`src/rtl/ds_pkg.sv`:
```
`timescale 1ns/1ps
package ds_pkg;
  localparam int DEF_BLK_W  = 14;
  localparam int DEF_ITER_W = 4;
  localparam int DEF_DEPTH  = 4;

  // cycles the release leads the end of output
  function automatic int rel_trim(input int win);
    return 109 + 3 * (win - 32);
  endfunction
endpackage

```
`src/rtl/ds_calc.sv`:
```
`timescale 1ns/1ps
module ds_calc #(
  parameter int WIN    = 32,
  parameter int BLK_W  = ds_pkg::DEF_BLK_W,
  parameter int ITER_W = ds_pkg::DEF_ITER_W,
  parameter int CNT_W  = BLK_W + ITER_W + 3
) (
  input  logic [BLK_W-1:0]  blk_i,
  input  logic [ITER_W-1:0] iter_i,
  output logic [CNT_W-1:0]  lat_o,
  output logic [CNT_W-1:0]  spc_o
);
  localparam logic [CNT_W-1:0] HEAD   = CNT_W'(WIN + 3);
  localparam logic [CNT_W-1:0] PASS_K = CNT_W'(2 * WIN + 19);
  localparam logic [CNT_W-1:0] TRIM   = CNT_W'(ds_pkg::rel_trim(WIN));

  logic [CNT_W-1:0] pass_len, passes, body;

  always_comb begin
    pass_len = PASS_K + CNT_W'(blk_i);
    passes   = CNT_W'({iter_i, 1'b0});
    body     = passes * pass_len;
    lat_o    = HEAD + body;
    spc_o    = lat_o + CNT_W'(blk_i) - TRIM;
  end
endmodule

```
`src/rtl/ds_due_q.sv`:
```
`timescale 1ns/1ps
module ds_due_q #(
  parameter int DEPTH = ds_pkg::DEF_DEPTH,
  parameter int CNT_W = 21,
  parameter int BLK_W = ds_pkg::DEF_BLK_W
) (
  input  logic             clk_i,
  input  logic             rst_ni,
  input  logic             en_i,
  input  logic             clr_i,
  input  logic             push_i,
  input  logic [CNT_W-1:0] due_i,
  input  logic [BLK_W-1:0] len_i,
  input  logic             pop_i,
  output logic [CNT_W-1:0] head_due_o,
  output logic [BLK_W-1:0] head_len_o,
  output logic             valid_o,
  output logic             full_o
);
  localparam int PTR_W = (DEPTH > 1) ? $clog2(DEPTH) : 1;
  localparam int FILL_W = PTR_W + 1;

  logic [PTR_W-1:0]  wr_ptr_q, rd_ptr_q;
  logic [FILL_W-1:0] fill_q;
  logic              do_push, do_pop;
  logic [CNT_W-1:0]  due_arr [DEPTH];
  logic [BLK_W-1:0]  len_arr [DEPTH];

  assign do_push = en_i && !clr_i && push_i;
  assign do_pop  = en_i && !clr_i && pop_i;

  for (genvar g = 0; g < DEPTH; g++) begin : g_slot
    logic [CNT_W-1:0] due_q;
    logic [BLK_W-1:0] len_q;
    always_ff @(posedge clk_i or negedge rst_ni) begin
      if (!rst_ni) begin
        due_q <= '0;
        len_q <= '0;
      end else if (do_push && wr_ptr_q == PTR_W'(g)) begin
        due_q <= due_i;
        len_q <= len_i;
      end
    end
    assign due_arr[g] = due_q;
    assign len_arr[g] = len_q;
  end

  function automatic logic [PTR_W-1:0] bump(input logic [PTR_W-1:0] p);
    return (p == PTR_W'(DEPTH - 1)) ? '0 : p + 1'b1;
  endfunction

  always_ff @(posedge clk_i or negedge rst_ni) begin
    if (!rst_ni) begin
      wr_ptr_q <= '0;
      rd_ptr_q <= '0;
      fill_q   <= '0;
    end else if (en_i) begin
      if (clr_i) begin
        wr_ptr_q <= '0;
        rd_ptr_q <= '0;
        fill_q   <= '0;
      end else begin
        if (do_push) wr_ptr_q <= bump(wr_ptr_q);
        if (do_pop)  rd_ptr_q <= bump(rd_ptr_q);
        case ({do_push, do_pop})
          2'b10:   fill_q <= fill_q + 1'b1;
          2'b01:   fill_q <= fill_q - 1'b1;
          default: fill_q <= fill_q;
        endcase
      end
    end
  end

  assign head_due_o = due_arr[rd_ptr_q];
  assign head_len_o = len_arr[rd_ptr_q];
  assign valid_o    = (fill_q != '0);
  assign full_o     = (fill_q == FILL_W'(DEPTH));

  AST_Q_NO_OVERFLOW: assert property (@(posedge clk_i) disable iff (!rst_ni)
    do_push |-> (!full_o || do_pop));
  AST_Q_NO_UNDERFLOW: assert property (@(posedge clk_i) disable iff (!rst_ni)
    do_pop |-> valid_o);
endmodule

```
`src/rtl/ds_stream.sv`:
```
`timescale 1ns/1ps
module ds_stream #(
  parameter int BLK_W = ds_pkg::DEF_BLK_W
) (
  input  logic             clk_i,
  input  logic             rst_ni,
  input  logic             en_i,
  input  logic             clr_i,
  input  logic             go_i,
  input  logic [BLK_W-1:0] len_i,
  input  logic             bit_i,
  output logic             rdy_o,
  output logic             dout_o,
  output logic [BLK_W-1:0] idx_o
);
  logic             rdy_q, dout_q;
  logic [BLK_W-1:0] idx_q, left_q, len_q;

  always_ff @(posedge clk_i or negedge rst_ni) begin
    if (!rst_ni) begin
      rdy_q  <= 1'b0;
      dout_q <= 1'b0;
      idx_q  <= '0;
      left_q <= '0;
      len_q  <= '0;
    end else if (en_i) begin
      if (clr_i) begin
        rdy_q  <= 1'b0;
        dout_q <= 1'b0;
        idx_q  <= '0;
        left_q <= '0;
        len_q  <= '0;
      end else if (go_i) begin
        rdy_q  <= 1'b1;
        dout_q <= bit_i;
        len_q  <= len_i;
        left_q <= len_i - 1'b1;
        idx_q  <= (len_i == BLK_W'(1)) ? '0 : BLK_W'(1);
      end else if (rdy_q) begin
        if (left_q == '0) begin
          rdy_q  <= 1'b0;
          dout_q <= 1'b0;
          idx_q  <= '0;
        end else begin
          dout_q <= bit_i;
          left_q <= left_q - 1'b1;
          idx_q  <= (left_q == BLK_W'(1)) ? '0 : idx_q + 1'b1;
        end
      end
    end
  end

  assign rdy_o  = rdy_q;
  assign dout_o = dout_q;
  assign idx_o  = idx_q;

  AST_DOUT_QUIET: assert property (@(posedge clk_i) disable iff (!rst_ni)
    !rdy_o |-> !dout_o);
  AST_IDX_RANGE: assert property (@(posedge clk_i) disable iff (!rst_ni)
    rdy_o |-> (idx_o < len_q));
  AST_GO_IDLE: assert property (@(posedge clk_i) disable iff (!rst_ni)
    (en_i && go_i && !clr_i) |-> !rdy_o);
  AST_HOLD_OUT: assert property (@(posedge clk_i) disable iff (!rst_ni)
    !en_i |=> ($stable(rdy_o) && $stable(dout_o) && $stable(idx_o)));
  AST_CLR_OUT: assert property (@(posedge clk_i) disable iff (!rst_ni)
    (en_i && clr_i) |=> (!rdy_o && !dout_o && idx_o == '0));
endmodule

```
`src/rtl/ds_sequencer.sv`:
```
`timescale 1ns/1ps
module ds_sequencer #(
  parameter int WIN    = 32,
  parameter int BLK_W  = ds_pkg::DEF_BLK_W,
  parameter int ITER_W = ds_pkg::DEF_ITER_W,
  parameter int DEPTH  = ds_pkg::DEF_DEPTH
) (
  input  logic              clk_i,
  input  logic              rst_ni,
  input  logic              en_i,
  input  logic              clr_i,
  input  logic              start_i,
  input  logic [BLK_W-1:0]  blk_size_i,
  input  logic [ITER_W-1:0] iter_i,
  input  logic              bit_i,
  output logic              dout_o,
  output logic              rdy_o,
  output logic [BLK_W-1:0]  rd_idx_o,
  output logic              release_o
);
  localparam int CNT_W = BLK_W + ITER_W + 3;

  initial AST_WIN_LEGAL: assert (WIN == 32 || WIN == 64);

  logic [CNT_W-1:0] lat, spc;
  logic [CNT_W-1:0] now_q, rel_left_q;
  logic             busy_q, release_q;
  logic             take;
  logic [CNT_W-1:0] head_due;
  logic [BLK_W-1:0] head_len;
  logic             q_valid, q_full, go;

  ds_calc #(.WIN(WIN), .BLK_W(BLK_W), .ITER_W(ITER_W), .CNT_W(CNT_W)) u_calc (
    .blk_i (blk_size_i),
    .iter_i(iter_i),
    .lat_o (lat),
    .spc_o (spc)
  );

  assign take = en_i && !clr_i && start_i && !busy_q;
  assign go   = q_valid && (head_due == now_q);

  // free-running valid-cycle time base; deadlines compare modulo 2^CNT_W
  always_ff @(posedge clk_i or negedge rst_ni) begin
    if (!rst_ni) begin
      now_q      <= '0;
      busy_q     <= 1'b0;
      rel_left_q <= '0;
      release_q  <= 1'b0;
    end else if (en_i) begin
      if (clr_i) begin
        now_q      <= '0;
        busy_q     <= 1'b0;
        rel_left_q <= '0;
        release_q  <= 1'b0;
      end else begin
        now_q     <= now_q + 1'b1;
        release_q <= 1'b0;
        if (take) begin
          busy_q     <= 1'b1;
          rel_left_q <= spc - 1'b1;
        end else if (busy_q) begin
          if (rel_left_q == '0) begin
            busy_q    <= 1'b0;
            release_q <= 1'b1;
          end else begin
            rel_left_q <= rel_left_q - 1'b1;
          end
        end
      end
    end
  end

  ds_due_q #(.DEPTH(DEPTH), .CNT_W(CNT_W), .BLK_W(BLK_W)) u_due_q (
    .clk_i     (clk_i),
    .rst_ni    (rst_ni),
    .en_i      (en_i),
    .clr_i     (clr_i),
    .push_i    (take),
    .due_i     (now_q + lat),
    .len_i     (blk_size_i),
    .pop_i     (go),
    .head_due_o(head_due),
    .head_len_o(head_len),
    .valid_o   (q_valid),
    .full_o    (q_full)
  );

  ds_stream #(.BLK_W(BLK_W)) u_stream (
    .clk_i (clk_i),
    .rst_ni(rst_ni),
    .en_i  (en_i),
    .clr_i (clr_i),
    .go_i  (go),
    .len_i (head_len),
    .bit_i (bit_i),
    .rdy_o (rdy_o),
    .dout_o(dout_o),
    .idx_o (rd_idx_o)
  );

  assign release_o = release_q;

  AST_REL_PULSE: assert property (@(posedge clk_i) disable iff (!rst_ni)
    (en_i && release_o) |=> !release_o);
  AST_REL_FREE: assert property (@(posedge clk_i) disable iff (!rst_ni)
    release_o |-> !busy_q);
  AST_BUSY_START: assert property (@(posedge clk_i) disable iff (!rst_ni)
    (en_i && !clr_i && start_i && busy_q && rel_left_q != '0) |=> busy_q);
  AST_PUSH_ROOM: assert property (@(posedge clk_i) disable iff (!rst_ni)
    take |-> !q_full);
  AST_HOLD_REL: assert property (@(posedge clk_i) disable iff (!rst_ni)
    !en_i |=> $stable(release_o));
  AST_CLR_REL: assert property (@(posedge clk_i) disable iff (!rst_ni)
    (en_i && clr_i) |=> (!release_o && !busy_q));
endmodule

```
`config.mk`:
```
export PLATFORM = sky130hd
export DESIGN_NAME = ds_sequencer
export DESIGN_NICKNAME = d
export VERILOG_FILES = /design/src/rtl/ds_pkg.sv /design/src/rtl/ds_calc.sv /design/src/rtl/ds_due_q.sv /design/src/rtl/ds_stream.sv /design/src/rtl/ds_sequencer.sv
export SDC_FILE = /design/constraint.sdc
export NUM_CORES = 1
export LEC_CHECK = 0
export ABC_AREA = 1
export CELL_PAD_IN_SITES_DETAIL_PLACEMENT = 1
export CELL_PAD_IN_SITES_GLOBAL_PLACEMENT = 2
export CORE_UTILIZATION = 40
export DETAILED_ROUTE_END_ITERATION = 10
export GPL_ROUTABILITY_DRIVEN = 0
export PLACE_DENSITY_LB_ADDON = 0.1
export SLEW_MARGIN = 20
export SYNTH_ARGS = -nofsm -noshare
export SYNTH_HDL_FRONTEND = slang
export SYNTH_SLANG_ARGS = --single-unit
export TNS_END_PERCENT = 50
```
`constraint.sdc`:
```
create_clock -name clk_i -period 4.8 [get_ports clk_i]
set_input_delay 0.72 -clock clk_i [delete_from_list [all_inputs] [get_ports clk_i]]
set_output_delay 0.72 -clock clk_i [all_outputs]
set_load 0.03 [all_outputs]
```
After elaboration in Yosys (flattened, before gate mapping) --
Cells that the tools add are included.
Storage, ports and cells: register bits after elaboration 221, output and inout bits 17, logic and storage cells 120
Cells by class: $add $sub $neg 15, multiply operators 1, order comparisons 1, eq/ne operators 11, multiplexer cells 45, bitwise operators 1, reductions and logical operators 27
Operators by type and width (number):
- 2-to-1 mux 14 bit | 11
- 2-to-1 mux 21 bit | 7
- binary-select mux 21 bit (select 2 bit) | 1
- subtractor 21 x 1 -> 21 bit (second input constant) | 2
- binary-select mux 14 bit (select 2 bit) | 1
- equality test 14 x 1 -> 1 bit (second input constant) | 2
- subtractor 14 x 1 -> 14 bit (second input constant) | 2
- adder 21 x 1 -> 21 bit (second input constant) | 1
- adder 21 x 14 -> 21 bit | 1
- adder 21 bit | 1
- adder 6 x 21 -> 21 bit (first input constant) | 1
- equality test 21 bit | 1
- zero test 21 bit | 1
- multiplier 4 x 21 -> 20 bit | 1
- subtractor 21 x 7 -> 21 bit (second input constant) | 1
- 2-to-1 mux 1 bit | 17
- adder 7 x 14 -> 15 bit (first input constant) | 1
- adder 14 x 1 -> 14 bit (second input constant) | 1
- zero test 14 bit | 1
- 2-to-1 mux 2 bit | 6
- nonzero test 3 bit | 4
- logical AND 1 bit | 10
- equality test 2 bit (second input constant) | 4
- AND reduction 2 bit | 4
- other kinds (14) | 19

Longest topological paths before layout --
depth after elaboration 10, gate-level depth with buffers 45, mapped depth without buffers 45

Hierarchy --
Synthesis repeated with hierarchy kept, for this count alone.
Unflattened totals: cells, all modules 2481, area, all modules 17274.1 sq um
By module, submodules not included:
- ds_due_q | instances 1, cells an instance 743, area each 6397.4 sq um, seq. area each 3678.5 sq um
- ds_sequencer | instances 1, cells an instance 715, area each 4593.2 sq um, seq. area each 1101.1 sq um
- ds_calc | instances 1, cells an instance 688, area each 4075.2 sq um, seq. area each 0.0 sq um
- ds_stream | instances 1, cells an instance 335, area each 2208.4 sq um, seq. area each 750.7 sq um

Worst setup path before layout --
OpenSTA, ideal clock, no wires.
kind input to register, start point input port blk_size_i[0], end point register u_due_q.g_slot[0].due_q[20], arrival time 6273 ps, path slack -1590 ps, cell stages on the path 40, path buffers 0, cells stage by stage inv_1 -> ha_1 -> or2_2 -> nor2_1 -> inv_1 -> a21oi_1 -> inv_1 -> nand2_1 -> nand2_1 -> nor3_1 -> xor2_1 -> inv_1 -> nor2_1 -> fa_1 -> inv_1 -> fa_1 -> inv_1 -> ha_1 -> [4 not listed] -> inv_1 -> nand3_1 -> nand2_1 -> nand2_1 -> nor2_1 -> nand3_1 -> xor2_1 -> inv_1 -> ha_1 -> nand2_1 -> nor4_1 -> nand4_1 -> nand3_1 -> a21oi_1 -> o21bai_1 -> nand3_1 -> nand3_1 -> nand2_1
On the way: longest elaborated chain between the ends 4
Ends and longest elaborated chain:
- start, declared | RTL line ds_sequencer.sv:13 | input logic [BLK_W-1:0] blk_size_i,
- adder 7 x 14 -> 15 bit | RTL line ds_calc.sv:20 | pass_len = PASS_K + CNT_W'(blk_i);
- multiplier 4 x 21 -> 20 bit | RTL line ds_calc.sv:22 | body = passes * pass_len;
- adder 6 x 21 -> 21 bit | RTL line ds_calc.sv:23 | lat_o = HEAD + body;
- adder 21 bit | RTL line ds_sequencer.sv:80 | .due_i (now_q + lat),
- end signal, assigned | RTL line ds_due_q.sv:40 | due_q <= due_i;
- end, declared | RTL line ds_due_q.sv:33 | logic [CNT_W-1:0] due_q;
No other way between the ends. A chain may end at the register's enable or synchronous reset.

Worst setup path after layout --
start point input port blk_size_i[1], end point register u_due_q.g_slot[1].due_q[20]
On the way: longest elaborated chain between the ends 4
Ends and longest elaborated chain (RTL line):
- adder 7 x 14 -> 15 bit | ds_calc.sv:20
- multiplier 4 x 21 -> 20 bit | ds_calc.sv:22
- adder 6 x 21 -> 21 bit | ds_calc.sv:23
- adder 21 bit | ds_sequencer.sv:80
- end signal, assigned | ds_due_q.sv:40
- end, declared | ds_due_q.sv:33
No other way between the ends.

==> results by group <==
Status
  – Outcome: finished, violations left
  – Failing checks: negative setup slack

Synth
  – Avg Cell Area, Syn: 7.02 um^2
  – Distinct cells, synth: 56
  – Post-Syn Nets: 2489
  – Number of synthesized flops with an enable pin: 0
  – Synth Instances: approximately 2.3k
  – Sequential area share after synthesis: 0.336
  – Warnings, synthesis: 0
  – Post-synth top flop: dfrtp_1
  – Mapped cell area: about 16000 um^2
  – Asr flop ratio synth: 1.00
  – Synth Register Bits: between 200 and 250

Setup path
  – Kind of critical path: in -> reg
  – Worst-path maximum fanout: 4
  – Worst-path cell with the longest stage delay: fa_1
  – Launch point of the worst reg-to-reg path: u_due_q.rd_ptr_q[0]$_DFFE_PN0P_
  – CP max stage delay: roughly 0.53 ns
  – Launch point of the worst path: blk_size_i[1]
  – Critical Path AT: 6.73 ns
  – Crit-path most repeated cell: inv_2
  – Critical Path End Type: register
  – Required time worst endpoint: 5.27 ns
  – CP Launch Type: input pin

Placed design
  – Setup WS pre-CTS: -2.49 ns
  – Placed Area: between 15000 and 20000 um^2
  – Inst Count DP: about 3.1k
  – HPWL after detailed placement: approximately 44000 um
  – Port buffer count: 40

Global routing
  – Pin count of the biggest net entering global routing: 90
  – Initial antenna violation count: 1
  – Number of global-route vias before repair: around 19k
  – Total GRT Usage: 0.300
  – Grt total ovfl: 0
  – Global-route wire length before repair: between 90000 and 100000 um

Timing
  – Worst Skew: approximately 0.018 ns
  – Max Slew Vio Count: 0
  – Actual slew at the worst max-slew pin: 0.902 ns
  – Tcrit/Tclk final: 1.30
  – Rel. slew slack: 0.397
  – Setup TNS: -60.61 ns
  – Fin crit period: approximately 6.3 ns
  – Fmax achieved: approximately 0.16 GHz
  – Fin Hold WS: roughly 0.13 ns
  – Hold Fails Final Rpt: 0
  – Final WS setup: -1.46 ns
  – Unrepaired setup endpoints after global routing: true
  – Final setup vio count: 75

Clock tree
  – Root Driver: clkbuf_16
  – Clock latency on the worst-skew pair: between 0.5 and 0.6 ns
  – CTS tree: yes
  – Total clock sinks: ~220
  – Max H-tree Level: 1
  – Clock buffer depth: 3
  – Number of buffers created by CTS: 27
  – Reg clk slew, reported paths: roughly 0.060 ns

Floorplan
  – Die Span X: about 200 um
  – Die Y-Extent: just over 200 um
  – Die area: roughly 42000 um^2
  – Number of I/O pins: just over 40
  – Initial Utilization: 0.410
  – Placeable Area: approximately 40000 um^2
  – FP Rows: between 70 and 80

Power
  – P_int: between 0.007 and 0.008 W
  – Combinational fraction of design power: 0.640
  – LEAKAGE: approximately 11 nW
  – Worst VDD drop: 0.000404 V
  – PwrDens: just under 600 nW/um^2
  – Sw frac: 0.449
  – Clock share of power: 0.156
  – Reg power frac: 0.204
  – Net switching power figure: approximately 0.0059 W

Final layout
  – Layout cells sized above 1: 0.278
  – N_diodes: 0
  – Most frequent cells in the layout: 600 x nand2_1, 312 x buf_4, 252 x inv_1, 220 x dfrtp_1, 173 x o21ai_0
  – Area Growth Syn to Fin: 36.3%
  – FILL cells: between 4k and 5k
  – Final cell count without fillers: between 3k and 4k
  – Reg area: about 5500 um^2
  – Nets: 2821
  – Multi-input combinational cell area: around 11000 um^2
  – Cell area after layout: between 20000 and 25000 um^2
  – Commonest non-fill, non-tap cell in the layout: nand2_1

Drt
  – Vias: between 15k and 20k
  – WL/cell: a little over 20 um
  – Drt via density: 5.46
  – Drt drc: 0
  – Antenna Nets Post-Route: 0
  – Drt first pass iters: 5
  – Routed WL: roughly 65000 um
  – Initial drt markers: roughly 1.1k

Run
  – Maximum Capacitance Violations: 0

Worst hold path
  – Min-delay worst type: in -> async
[layer usage]
metal	part of all wire	track usage	up-vias
li1	-	-	8275
met2	0.51	0.538	338
met5	0	0	-
met4	0.033	0.0860	0
met3	0.035	0.0371	135
met1	0.42	0.373	8834
[critical path: cells and delay by family]
family	cells	cell delay [ns]
AO/OA/AOI/OAI	4	0.67
adder cells (fa/ha/maj)	5	1.73
AND/OR/NAND/NOR	22	2.72
buffers and inverters	12	0.83
[Yosys cell counts, types with 4 or more instances]
| master | n | share of area |
|---|---|---|
| a21oi_1 | 77 | 0.023 |
| and2_1 | 4 | 0.0015 |
| xnor2_1 | 16 | 0.0085 |
| nor3_1 | 25 | 0.0076 |
| nand2_1 | 696 | 0.16 |
| a32o_1 | 11 | 0.0067 |
| fa_1 | 29 | 0.035 |
| nor2_2 | 7 | 0.0027 |
| a31oi_1 | 8 | 0.0030 |
| nor2_1 | 168 | 0.038 |
| dfrtp_1 | 221 | 0.34 |
| inv_2 | 7 | 0.0016 |
| o21ai_0 | 207 | 0.063 |
| o22ai_1 | 27 | 0.010 |
| nor4_1 | 9 | 0.0034 |
| or2_2 | 20 | 0.0076 |
| inv_1 | 301 | 0.069 |
| nand4_1 | 30 | 0.011 |
| o21ai_1 | 10 | 0.0030 |
| a21o_1 | 6 | 0.0027 |
| o211ai_1 | 6 | 0.0027 |
| buf_6 | 9 | 0.0062 |
| o31ai_1 | 6 | 0.0027 |
| ha_1 | 88 | 0.067 |
| buf_2 | 16 | 0.0049 |
| xor2_1 | 67 | 0.036 |
| clkbuf_1 | 39 | 0.0089 |
| nand3_1 | 194 | 0.059 |
[cell type report]
class / instances / share of cell area
Multi-Input combinational cell: 1748 / 0.500
Sequential cell: 221 / 0.246
Timing Repair Buffer: 370 / 0.133
Inverter: 312 / 0.0533
Clock buffer: 41 / 0.0364
Tap cell: 525 / 0.0293
Clock inverter: 5 / 0.00223
[per-stage QoR]
step           power, W   util
2_1_floorplan   0.00653      -
3_3_place_gp    0.00898  0.491
3_5_place_dp    0.00923  0.491
4_1_cts          0.0120  0.538
5_1_grt          0.0140  0.559
6_report         0.0131  0.559
[state kept, by name, summed over array words and instances, names as in the netlist, 3 cells and up]
register              cells
u_stream.left_q          14
now_q                    21
u_due_q.fill_q            3
u_stream.idx_o           14
u_due_q.g_slot.len_q     56
u_due_q.g_slot.due_q     84
rel_left_q               21
[power groups by stage]
stage / registers, W / logic [W] / clock network [W]
6_report: 0.00267 / 0.00838 / 0.00205
5_1_grt: 0.00273 / 0.00910 / 0.00215
4_1_cts: 0.00267 / 0.00729 / 0.00208
3_5_place_dp: 0.00269 / 0.00654 / 0
3_3_place_gp: 0.00266 / 0.00632 / 0
2_1_floorplan: 0.00261 / 0.00391 / 0
[kinds of logic (layout without fill, tap and decap cells)]
group | Yosys count | after routing | share of synthesized area
DFF | 221 | 221 | 0.336
AOI/OAI and AO/OA | 382 | 382 | 0.130
buffers and inverters | 379 | 728 | 0.0921
and+or+nand+nor | 1166 | 1166 | 0.296
xor gates and xnor gates | 83 | 83 | 0.0441
adders and majority gates | 117 | 117 | 0.102
[worst paths after layout]
kind	endpoint	slack, ns	cells past startpoint
setup / recovery	u_due_q.g_slot[1].due_q[20]$_DFFE_PN0P_	-1.46	43
hold / removal	u_stream.idx_o[4]$_DFFE_PN0P_	0.13	1
setup reg to reg	u_due_q.fill_q[2]$_DFFE_PN0P_	1.03	14
hold reg to reg	u_due_q.g_slot[0].due_q[16]$_DFFE_PN0P_	0.48	2
max in group asynchronous	u_due_q.g_slot[2].due_q[13]$_DFFE_PN0P_	3.55	2
min in group clk_i	u_due_q.g_slot[0].due_q[16]$_DFFE_PN0P_	0.48	2
[repair_timing]
item	in CTS	in global routing
pin swaps	78	105
setup buffers	42	29
hold buffers	0	0
cloned	0	0
setup endpoints to repair	85	80
resized for setup	183	161
Note: power is estimated with default switching activity, not from simulation.
